`src/rtl/pix_pkt_pkg.sv`:
```
package pix_pkt_pkg;

   typedef enum logic [1:0] {
      XF_INVERT = 2'd0,
      XF_GAIN2  = 2'd1,
      XF_NONE   = 2'd2
   } xform_e;

endpackage

```
`src/rtl/pix_classify.sv`:
```
module pix_classify #(
   parameter int DATA_W     = 24,
   parameter int TYPE_W     = 4,
   parameter int VIDEO_CODE = 0
) (
   input  logic              clk,
   input  logic              rst,
   input  logic              acc,
   input  logic              sop,
   input  logic              eop,
   input  logic [DATA_W-1:0] data,
   output logic              is_pixel
);

   if (TYPE_W > DATA_W) begin : g_bad_type_w
      $error("pix_classify: TYPE_W exceeds DATA_W");
   end

   logic in_pkt_q;
   logic vid_q;

   assign is_pixel = !sop && in_pkt_q && vid_q;

   always_ff @(posedge clk) begin
      if (rst) begin
         in_pkt_q <= 1'b0;
         vid_q    <= 1'b0;
      end else if (acc) begin
         if (sop) begin
            in_pkt_q <= !eop;
            vid_q    <= (data[TYPE_W-1:0] == TYPE_W'(VIDEO_CODE));
         end else if (eop) begin
            in_pkt_q <= 1'b0;
            vid_q    <= 1'b0;
         end
      end
   end

   assert_flag_clear_R11: assert property (@(posedge clk) disable iff (rst)
      (acc && eop) |=> !is_pixel);

   assert_hdr_bypass_R2: assert property (@(posedge clk) disable iff (rst)
      (acc && sop && eop) |=> !in_pkt_q);

endmodule

```
`src/rtl/pix_xform.sv`:
```
module pix_xform
   import pix_pkt_pkg::*;
#(
   parameter int     CH_W   = 8,
   parameter int     NUM_CH = 3,
   parameter xform_e XFORM  = XF_INVERT
) (
   input  logic [CH_W*NUM_CH-1:0] din,
   output logic [CH_W*NUM_CH-1:0] dout
);

   if (CH_W < 2) begin : g_bad_ch_w
      $error("pix_xform: CH_W must be at least 2");
   end
   if (NUM_CH < 1) begin : g_bad_num_ch
      $error("pix_xform: NUM_CH must be at least 1");
   end

   for (genvar c = 0; c < NUM_CH; c++) begin : g_ch
      logic [CH_W-1:0] cin;
      assign cin = din[c*CH_W +: CH_W];
      if (XFORM == XF_INVERT) begin : g_inv
         assign dout[c*CH_W +: CH_W] = ~cin;
      end else if (XFORM == XF_GAIN2) begin : g_gain
         assign dout[c*CH_W +: CH_W] = cin[CH_W-1] ? {CH_W{1'b1}} : {cin[CH_W-2:0], 1'b0};
      end else begin : g_pass
         assign dout[c*CH_W +: CH_W] = cin;
      end
   end

endmodule

```
`src/rtl/pix_obuf.sv`:
```
module pix_obuf #(
   parameter int W     = 26,
   parameter int DEPTH = 2
) (
   input  logic         clk,
   input  logic         rst,
   input  logic         push,
   input  logic [W-1:0] wdata,
   output logic         full,
   output logic         out_valid,
   input  logic         out_ready,
   output logic [W-1:0] rdata
);

   localparam int PTR_W = (DEPTH > 1) ? $clog2(DEPTH) : 1;
   localparam int CNT_W = $clog2(DEPTH + 1);

   if (DEPTH < 2) begin : g_bad_depth
      $error("pix_obuf: DEPTH below 2 cannot sustain one beat per clock");
   end

   logic [W-1:0]     mem [DEPTH];
   logic [PTR_W-1:0] wr_ptr, rd_ptr;
   logic [CNT_W-1:0] cnt;
   logic             pop;

   assign full      = (cnt == CNT_W'(DEPTH));
   assign out_valid = (cnt != '0);
   assign pop       = out_valid && out_ready;
   assign rdata     = mem[rd_ptr];

   function automatic logic [PTR_W-1:0] nxt(input logic [PTR_W-1:0] p);
      return (p == PTR_W'(DEPTH - 1)) ? '0 : p + 1'b1;
   endfunction

   always_ff @(posedge clk) begin
      if (push) begin
         mem[wr_ptr] <= wdata;
      end
   end

   always_ff @(posedge clk) begin
      if (rst) begin
         wr_ptr <= '0;
         rd_ptr <= '0;
         cnt    <= '0;
      end else begin
         if (push) wr_ptr <= nxt(wr_ptr);
         if (pop)  rd_ptr <= nxt(rd_ptr);
         case ({push, pop})
            2'b10:   cnt <= cnt + 1'b1;
            2'b01:   cnt <= cnt - 1'b1;
            default: cnt <= cnt;
         endcase
      end
   end

   assert_no_overflow_R8: assert property (@(posedge clk) disable iff (rst)
      push |-> (cnt < CNT_W'(DEPTH)));

   assert_hold_R7: assert property (@(posedge clk) disable iff (rst)
      (out_valid && !out_ready) |=> (out_valid && $stable(rdata)));

endmodule

```
`src/rtl/pix_pkt_xform.sv`:
```
module pix_pkt_xform
   import pix_pkt_pkg::*;
#(
   parameter int     CH_W       = 8,
   parameter int     NUM_CH     = 3,
   parameter int     TYPE_W     = 4,
   parameter int     VIDEO_CODE = 0,
   parameter int     BUF_DEPTH  = 2,
   parameter xform_e XFORM      = XF_INVERT
) (
   input  logic                   clk,
   input  logic                   rst,
   input  logic                   in_valid,
   output logic                   in_ready,
   input  logic [CH_W*NUM_CH-1:0] in_data,
   input  logic                   in_sop,
   input  logic                   in_eop,
   output logic                   out_valid,
   input  logic                   out_ready,
   output logic [CH_W*NUM_CH-1:0] out_data,
   output logic                   out_sop,
   output logic                   out_eop
);

   localparam int DATA_W = CH_W * NUM_CH;
   localparam int BEAT_W = DATA_W + 2;

   logic              acc;
   logic              is_pixel;
   logic              full;
   logic [DATA_W-1:0] xf_data;
   logic [BEAT_W-1:0] wbeat, rbeat;

   assign in_ready = !full;
   assign acc      = in_valid && in_ready;

   pix_classify #(
      .DATA_W    (DATA_W),
      .TYPE_W    (TYPE_W),
      .VIDEO_CODE(VIDEO_CODE)
   ) u_cls (
      .clk     (clk),
      .rst     (rst),
      .acc     (acc),
      .sop     (in_sop),
      .eop     (in_eop),
      .data    (in_data),
      .is_pixel(is_pixel)
   );

   pix_xform #(
      .CH_W  (CH_W),
      .NUM_CH(NUM_CH),
      .XFORM (XFORM)
   ) u_xf (
      .din (in_data),
      .dout(xf_data)
   );

   assign wbeat = {in_sop, in_eop, is_pixel ? xf_data : in_data};

   pix_obuf #(
      .W    (BEAT_W),
      .DEPTH(BUF_DEPTH)
   ) u_buf (
      .clk      (clk),
      .rst      (rst),
      .push     (acc),
      .wdata    (wbeat),
      .full     (full),
      .out_valid(out_valid),
      .out_ready(out_ready),
      .rdata    (rbeat)
   );

   assign out_sop  = rbeat[BEAT_W-1];
   assign out_eop  = rbeat[BEAT_W-2];
   assign out_data = rbeat[DATA_W-1:0];

   assert_fill_latency_R9: assert property (@(posedge clk) disable iff (rst)
      (acc && !out_valid) |=> out_valid);

   assert_empty_ready_R8: assert property (@(posedge clk) disable iff (rst)
      !out_valid |-> in_ready);

   assert_marker_hold_R6: assert property (@(posedge clk) disable iff (rst)
      (out_valid && !out_ready) |=> ($stable(out_sop) && $stable(out_eop)));

endmodule

```
`config.mk`:
```
export PLATFORM = sky130hd
export DESIGN_NAME = pix_pkt_xform
export DESIGN_NICKNAME = d
export VERILOG_FILES = /design/src/rtl/pix_pkt_pkg.sv /design/src/rtl/pix_classify.sv /design/src/rtl/pix_xform.sv /design/src/rtl/pix_obuf.sv /design/src/rtl/pix_pkt_xform.sv
export SDC_FILE = /design/constraint.sdc
export NUM_CORES = 1
export LEC_CHECK = 0
export CORE_ASPECT_RATIO = 1.4
export CORE_MARGIN = 1.5
export CORE_UTILIZATION = 35
export CTS_CLUSTER_DIAMETER = 200
export CTS_CLUSTER_SIZE = 24
export DETAILED_ROUTE_END_ITERATION = 12
export PLACE_DENSITY = 0.7
export SETUP_SLACK_MARGIN = 0.1
export SLEW_MARGIN = 20
export SYNTH_ARGS = -nofsm -noshare
export SYNTH_HDL_FRONTEND = slang
export SYNTH_SLANG_ARGS = --single-unit
```
`constraint.sdc`:
```
create_clock -name clk -period 2.4 [get_ports clk]
set_input_delay 0.48 -clock clk [delete_from_list [all_inputs] [get_ports clk]]
set_output_delay 0.48 -clock clk [all_outputs]
set_load 0.02 [all_outputs]
```
==> results of run 1 <==
[Yosys cell counts (all sizes together)]
cell type and n:
nor2b 1, ha 1, or4 1, nor2 4, xor2 1, a21oi 2
and3 1, nand2 1, o311ai 1, buf 6, dfxtp 7, inv 5
nand3 1, o21ai 2, o21a 1, a311oi 1, or2 1, edfxtp 52
a31oi 1, mux2 26, xnor2 26, o41ai 1, or3 2
[flip-flops by register name, indices dropped and copies added (netlist names), named ones only]
signal and count:
u_cls.in_pkt_q 1, u_buf.wr_ptr 1, u_buf.mem 52, u_buf.cnt 2, u_cls.vid_q 1, u_buf.rd_ptr 1
[metal layers]
layer / part of all wire [%] / GRT usage, %
met1: 39 / 12.6
met2: 53 / 20.2
met3: 5.3 / 4.18
met4: 3.0 / 8.97
met5: 0 / 0
[metrics by stage]
step / std cells / hold slack (ps) / util (%)
final: 310 / 501 / 51.1
after global routing: 310 / 542 / 51.1
after CTS: 310 / 497 / 50.4
after detailed placement: 294 / 490 / 47.4
after global placement: 294 / 484 / 47.4
after floorplan: 145 / 458 / -
[power breakdown]
group / switching (mW) / leakage (nW) / total, mW / internal [mW]
Sequential: 0.0510 / 0.544 / 1.35 / 1.29
Clock: 0.361 / 0.108 / 0.931 / 0.571
Combinational: 0.551 / 0.704 / 1.07 / 0.517
[how the worst max path moves through the flow]
stage / from / end / cells past startpoint
global placement: in_valid / u_buf.mem[0][5] / 5
detailed placement: in_valid / u_buf.mem[0][11] / 5
global route: u_buf.cnt[1] / in_ready / 3
floorplan: in_valid / u_buf.mem[0][0] / 3
CTS: flip-flop / out_data[10] / 3
finish: u_buf.cnt[1] / in_ready / 3
[critical path, cell delays in order, from the launching register on]
cell and delay (ps):
dfxtp_1 370, nor2b_1 310, inv_2 100, clkdlybuf4s50_1 550
[logic make-up (layout without fill, tap and decap cells)]
logic type	after synthesis	count (layout)	share of synthesized area, %
multiplexers	26	26	12.0
AND/OR/NAND/NOR	12	12	2.78
flip-flops	59	59	70.0
AO/OA/AOI/OAI	9	9	2.78
XOR/XNOR	27	27	9.72
buffers and inverters	11	84	2.21
adder cells (fa/ha/maj)	1	1	0.514
[timing repair]
| action | in CTS | in global routing |
|---|---|---|
| endpoints found under the setup margin | 6 | 20 |
| pin swaps | 0 | 0 |
| gates resized for setup | 6 | 20 |
[layout make-up]
class	count	area [µm²]
sequential	59	1700
clock buffer	9	124
clock inverter	7	82.6
multi-input combinational	75	677
fill	599	3250
tap	92	115
timing repair buffer	63	683
inverter	5	18.8
==> impl_metrics.py, run 1 <==
metrics = {
    "synthesis": {
        "synth_seq_area_share_pct": 70.0,
        "synth.top_cell.area_share_pct": 64.2,
        "synthesis.area_um2": 2430,
        "synth_top_area_cell": "edfxtp_1",
        "yosysWarningCount": 0,
        "yosys_register_bits": 59,
        "synth.avg_cell_area_um2": 16.8,
        "syn_inst": 145,
        "synth_area_leaders": "edfxtp_1 (64%), xnor2_1 (9.4%), mux2_1 (9.3%), dfxtp_1 (5.8%), mux2_2 (2.8%)",
        "syn-num-nets": 176,
        "synth.distinct_cells": 26,
    },
    "place": {
        "hpwlAfterDp_um": 2730,
        "placement.setup.worst_slack_ps": 324,
        "place_area_um2": 3150,
        "place.gp.congestion": 0.704,
        "numPortBuffers": 57,
    },
    "cts": {
        "cts_htree_levels": 3,
        "insertion_delay_ps": 340,
        "postCtsHoldBufs": 0,
        "clkSinkCount": 59,
        "ctsLongestPathBuffers": 2,
        "root_buffer": "clkbuf_8",
        "cts_tree": "yes",
        "post_cts_buffers": 0,
        "cts_buffers": 9,
        "clk_pin_slew_ps": 60,
    },
    "floorplanning": {
        "die_width_um": 73.5,
        "start_util_pct": 36.5,
        "dieHeight_um": 102,
        "rows": 35,
        "io_pins": 58,
        "die_area_um2": 7470,
        "core-area_um2": 6660,
    },
    "layout": {
        "final_nets": 244,
        "layout_common_cells": "edfxtp_1 (52), clkdlybuf4s50_1 (31), xnor2_1 (26)",
        "drive_above_1_share_pct": 14.2,
        "final_common_cell": "edfxtp_1",
        "antennaDiodeCount": 0,
        "areaGrowthSynthToFinish_pct": 39.9,
        "finalInstanceArea_um2": 3400,
    },
    "timing": {
        "layout_setup_ws_ps": 255,
        "period_share_pct": 89.4,
        "fin_crit_ps": 2140,
        "tns_ps": 0,
        "fmax_ghz": 0.466,
        "setup_viol_count_final": 0,
        "worstMarginPinSlew_ps": 363,
        "slew_headroom_pct": 75.8,
        "fin_skew_ps": 5.10,
        "rsz0062_at_grt": "no",
        "drv_slew": 0,
        "final_hold_viol_count": 0,
    },
    "global_route": {
        "grt_pass1_vias": 1425,
        "grt_max_degree": 27,
        "overflow": 0,
        "antenna_found_initial": 0,
        "grt_pass1_wl_um": 6450,
        "grt_usage_pct": 12.2,
    },
    "worst_setup_path": {
        "critPathMaxFanout": 5,
        "rr_worst_depth": 6,
        "regToRegSetupSlack_ps": 680,
        "r2r-start": "u_buf.cnt[1]",
        "required_ps": 1920,
        "crit_arrival_ps": 1660,
        "crit_type": "reg2out",
        "worstSetupStartpointType": "flip-flop",
        "worstSetupEndpointType": "output pin",
        "reg2reg_to": "u_buf.cnt[1]",
    },
    "worst_hold_path": {
        "hold_path_class": "reg2reg",
        "min_from": "u_buf.wr_ptr",
        "hold_end": "u_buf.wr_ptr",
        "hold_depth": 2,
    },
    "detailed_routing": {
        "drtIter0Drc": 92,
        "routed_wl_um": 4130,
        "via_per_inst": 4.45,
        "vias": 1380,
        "ant_nets": 0,
        "drt-pass1-iter-count": 4,
        "drc_errors": 0,
        "wl_per_cell_um": 13.3,
    },
    "power": {
        "p_leak_nw": 1.36,
        "cellPowerDensity_nw_per_um2": 983,
        "ir_worst_vdd_uv": 653,
        "power_mw": 3.35,
    },
    "outcome": {
        "status": "complete, no violations",
    },
    "run": {
        "max-cap-violations": 0,
    },
}
(Power assumes the default switching activity.)
==> inputs of run 2 (changes only) <==
REMOVE_ABC_BUFFERS = 1   (was not set)
==> impl_metrics.py, run 2 (synthesis results as in run 1) <==
metrics = {
    "timing": {
        "fin_crit_ps": 2280,
        "holdWs_ps": 496,
        "rsz0062_at_grt": "yes",
        "final_hold_viol_count": 0,
        "worstMarginPinSlew_ps": 331,
        "fin_skew_ps": 5.98,
        "drv_slew": 0,
        "slew_headroom_pct": 77.6,
        "period_share_pct": 95.0,
        "tns_ps": 0,
        "setup_viol_count_final": 0,
        "layout_setup_ws_ps": 120,
        "fmax_ghz": 0.439,
    },
    "cts": {
        "insertion_delay_ps": 330,
        "cts_buffers": 9,
        "ctsLongestPathBuffers": 2,
        "cts_htree_levels": 3,
        "cts_tree": "yes",
        "root_buffer": "clkbuf_8",
        "post_cts_buffers": 0,
        "clk_pin_slew_ps": 60,
        "clkSinkCount": 59,
    },
    "layout": {
        "drive_above_1_share_pct": 15.0,
        "final_nets": 246,
        "antennaDiodeCount": 0,
        "largest_reg_flops": 52,
        "areaGrowthSynthToFinish_pct": 38.8,
        "layout_common_cells": "edfxtp_1 (52), clkdlybuf4s50_1 (38), xnor2_1 (26)",
        "final_cells": 312,
        "final_common_cell": "edfxtp_1",
        "reg_top3": "u_buf.mem x52, u_buf.cnt x2",
        "top_register": "u_buf.mem",
    },
    "worst_setup_path": {
        "critPathCapture": "out_data[21]",
        "r2r-start": "u_buf.cnt[1]",
        "required_ps": 1920,
        "worstSetupStartpointType": "flip-flop",
        "crit_arrival_ps": 1800,
        "crit_type": "reg2out",
        "worstSetupEndpointType": "output pin",
        "regToRegSetupSlack_ps": 690,
        "reg2reg_to": "u_buf.cnt[1]",
        "rr_worst_depth": 6,
        "critPathMaxFanout": 12,
    },
    "detailed_routing": {
        "drtIter0Drc": 78,
        "ant_nets": 0,
        "routed_wl_um": 4310,
        "via_per_inst": 4.40,
        "drt-pass1-iter-count": 3,
        "drc_errors": 0,
        "wl_per_cell_um": 13.8,
        "vias": 1372,
    },
    "worst_hold_path": {
        "hold_path_class": "reg2reg",
    },
    "global_route": {
        "antenna_found_initial": 0,
        "overflow": 0,
        "grt_pass1_wl_um": 6420,
        "grt_usage_pct": 12.1,
        "grt_max_degree": 15,
        "grt_pass1_vias": 1385,
    },
    "place": {
        "place_inst": 296,
        "numPortBuffers": 57,
        "place.gp.congestion": 0.682,
        "hpwlAfterDp_um": 2960,
        "placement.setup.worst_slack_ps": 281,
    },
    "power": {
        "ir_worst_vdd_uv": 632,
        "cellPowerDensity_nw_per_um2": 965,
        "p_leak_nw": 1.31,
    },
    "outcome": {
        "status": "complete, no violations",
    },
    "floorplanning": {
        "dieHeight_um": 102,
        "core-area_um2": 6660,
        "start_util_pct": 36.5,
        "die_width_um": 73.5,
        "io_pins": 58,
        "die_area_um2": 7470,
        "rows": 35,
    },
    "run": {
        "max-cap-violations": 0,
    },
}
run 2: final cells by class:
class | count | area [µm²]
well taps | 92 | 115
inverters | 5 | 18.8
fillers | 598 | 3280
multi-input cells | 75 | 677
flip-flops and latches | 59 | 1700
repair buffers | 65 | 674
clock inverters | 3 | 20.0
clock buffers | 13 | 170
run 2: metrics by stage:
step	util, %	power, mW	cell area [µm²]
4_1_cts	50.1	3.33	3330
3_5_place_dp	47.2	2.49	3140
3_3_place_gp	47.2	2.47	3140
2_1_floorplan	-	1.97	2400
5_1_grt	50.7	3.43	3380
6_report	50.7	3.26	3380
run 2: layer usage:
metal / GRT usage, % / wire (µm)
met3: 4.68 / 234
met2: 20.4 / 2270
met4: 8.12 / 89
met1: 12.3 / 1720
met5: 0 / 0
run 2: worst max-delay path: stages, from the launching register on:
cell and delay (ps):
dfxtp_1 360, buf_4 220, mux2_1 350, clkdlybuf4s50_1 540
run 2: how the worst min path moves through the flow:
stage	start	endpoint	slack, ps	cells after the start
finish	u_buf.wr_ptr	u_buf.wr_ptr	500	2
global placement	u_buf.wr_ptr	u_buf.wr_ptr	480	2
floorplan	u_buf.wr_ptr	u_buf.wr_ptr	450	2
CTS	u_buf.wr_ptr	u_buf.wr_ptr	500	2
global route	u_buf.wr_ptr	u_buf.wr_ptr	510	2
detailed placement	u_buf.wr_ptr	u_buf.wr_ptr	490	2
run 2: what timing repair did:
action / CTS / global route
setup endpoints to repair: 16 / 24
pin swaps: 0 / 0
gates resized for setup: 3 / 17
hold buffers: 0 / 0
run 2: report_power, final:
part	switching, mW	internal, mW
combinational	0.556	0.530
clock	0.363	0.464
sequential	0.0522	1.29
total	0.971	2.29
==> inputs of run 3 (changes only) <==
CAP_MARGIN = 10   (was not set)
MAX_ROUTING_LAYER = met4   (was not set)
==> impl_metrics.py, run 3 (synthesis results as in run 1) <==
metrics = {
    "power": {
        "swShare_pct": 30.0,
        "switchingPower_mw": 0.980,
        "power_frac_seq_pct": 41.2,
        "cellPowerDensity_nw_per_um2": 968,
        "p_int_mw": 2.29,
        "p_leak_nw": 1.31,
        "ir_worst_vdd_uv": 633,
        "combinationalPowerShare_pct": 33.2,
        "clkPwrFrac_pct": 25.6,
    },
    "detailed_routing": {
        "drt-pass1-iter-count": 4,
        "drtIter0Drc": 77,
        "drc_errors": 0,
        "via_per_inst": 4.39,
        "wl_per_cell_um": 13.8,
        "ant_nets": 0,
        "routed_wl_um": 4320,
        "vias": 1369,
    },
    "worst_setup_path": {
        "regToRegSetupSlack_ps": 690,
        "r2r-start": "u_buf.cnt[1]",
        "worstSetupStartpointType": "flip-flop",
        "worstSetupEndpointType": "output pin",
        "crit_arrival_ps": 1800,
        "critPathMaxFanout": 12,
        "rr_worst_depth": 6,
        "required_ps": 1920,
        "crit_type": "reg2out",
        "reg2reg_to": "u_buf.cnt[1]",
    },
    "cts": {
        "insertion_delay_ps": 340,
        "root_buffer": "clkbuf_8",
        "clkSinkCount": 59,
        "cts_tree": "yes",
        "cts_htree_levels": 3,
        "clk_pin_slew_ps": 70,
        "ctsLongestPathBuffers": 2,
        "cts_buffers": 9,
    },
    "layout": {
        "drive_above_1_share_pct": 15.0,
        "top_register": "u_buf.mem",
        "reg_top3": "u_buf.mem x52, u_buf.cnt x2",
        "final_nets": 246,
        "layout_common_cells": "edfxtp_1 (52), clkdlybuf4s50_1 (38), xnor2_1 (26)",
        "areaGrowthSynthToFinish_pct": 38.8,
        "antennaDiodeCount": 0,
        "largest_reg_flops": 52,
        "final_common_cell": "edfxtp_1",
        "finalInstanceArea_um2": 3380,
    },
    "floorplanning": {
        "die_width_um": 73.5,
        "dieHeight_um": 102,
        "die_area_um2": 7470,
        "core-area_um2": 6660,
        "rows": 35,
        "io_pins": 58,
        "start_util_pct": 36.5,
    },
    "timing": {
        "period_share_pct": 95.2,
        "fmax_ghz": 0.438,
        "final_hold_viol_count": 0,
        "fin_skew_ps": 10.2,
        "tns_ps": 0,
        "worstMarginPinSlew_ps": 330,
        "slew_headroom_pct": 77.7,
        "setup_viol_count_final": 0,
        "drv_slew": 0,
        "rsz0062_at_grt": "yes",
        "fin_crit_ps": 2280,
    },
    "place": {
        "place_area_um2": 3140,
        "numPortBuffers": 57,
        "hpwlAfterDp_um": 2960,
        "place.gp.congestion": 0.689,
    },
    "worst_hold_path": {
        "min_from": "u_buf.wr_ptr",
        "hold_depth": 2,
        "hold_path_class": "reg2reg",
        "hold_end": "u_buf.wr_ptr",
    },
    "global_route": {
        "grt_pass1_vias": 1374,
        "grt_usage_pct": 12.5,
        "grt_pass1_wl_um": 6420,
        "antenna_found_initial": 0,
        "overflow": 0,
        "grt_max_degree": 15,
    },
    "run": {
        "max-cap-violations": 0,
    },
    "outcome": {
        "status": "complete, no violations",
    },
}
run 3: final cells by class:
| class | instances | area, µm² |
|---|---|---|
| clock buffer | 13 | 170 |
| clock inverter | 3 | 20.0 |
| fill | 598 | 3280 |
| inverter | 5 | 18.8 |
| multi-input combinational | 75 | 677 |
| sequential | 59 | 1700 |
| tap | 92 | 115 |
| timing repair buffer | 65 | 674 |
run 3: critical path, cell delays in order (launching register included):
cell and delay [ps]:
dfxtp_1 360, buf_4 220, mux2_1 350, clkdlybuf4s50_1 540
run 3: how the worst max path moves through the flow:
stage               from          endpoint  slack [ps]  depth (start not counted)
2_1_floorplan  flip-flop      out_data[11]         600                          1
3_3_place_gp    in_valid  u_buf.mem[0][15]         320                          5
3_5_place_dp    in_valid   u_buf.mem[0][7]         280                          5
4_1_cts        flip-flop      out_data[21]          80                          3
5_1_grt        flip-flop           out_sop          50                          3
6_report       flip-flop      out_data[21]         120                          3
run 3: per-layer routing:
| metal | GRT usage, % | up-vias | part of all wire, % |
|---|---|---|---|
| met2 | 20.1 | 42 | 52 |
| li1 | - | 674 | - |
| met4 | 7.69 | 0 | 2.5 |
| met5 | - | - | 0 |
| met3 | 4.98 | 10 | 5.6 |
| met1 | 12.6 | 643 | 40 |
run 3: what timing repair did:
action	in CTS	in global routing
setup endpoints to repair	16	24
endpoints found under the hold margin	0	0
setup buffers	0	0
pin swaps	0	0
cloned	0	0
resized for setup	3	17
hold buffers	0	0
run 3: power by group through the flow:
stage	registers [mW]	logic [mW]	clock network (mW)
after detailed placement	1.37	1.12	0
final	1.35	1.09	0.836
after CTS	1.35	1.13	0.860
after floorplan	1.40	0.574	0
after global routing	1.36	1.16	0.906
after global placement	1.36	1.12	0
run 3: metrics by stage:
stage	cells	total power, mW	worst slack, ps	hold WS, ps	utilization [%]
floorplan	139	1.97	595	452	-
global placement	296	2.47	317	485	47.2
detailed placement	296	2.49	281	486	47.2
CTS	312	3.33	79.2	495	50.1
global route	312	3.43	46.6	510	50.7
finish	312	3.27	116	497	50.7
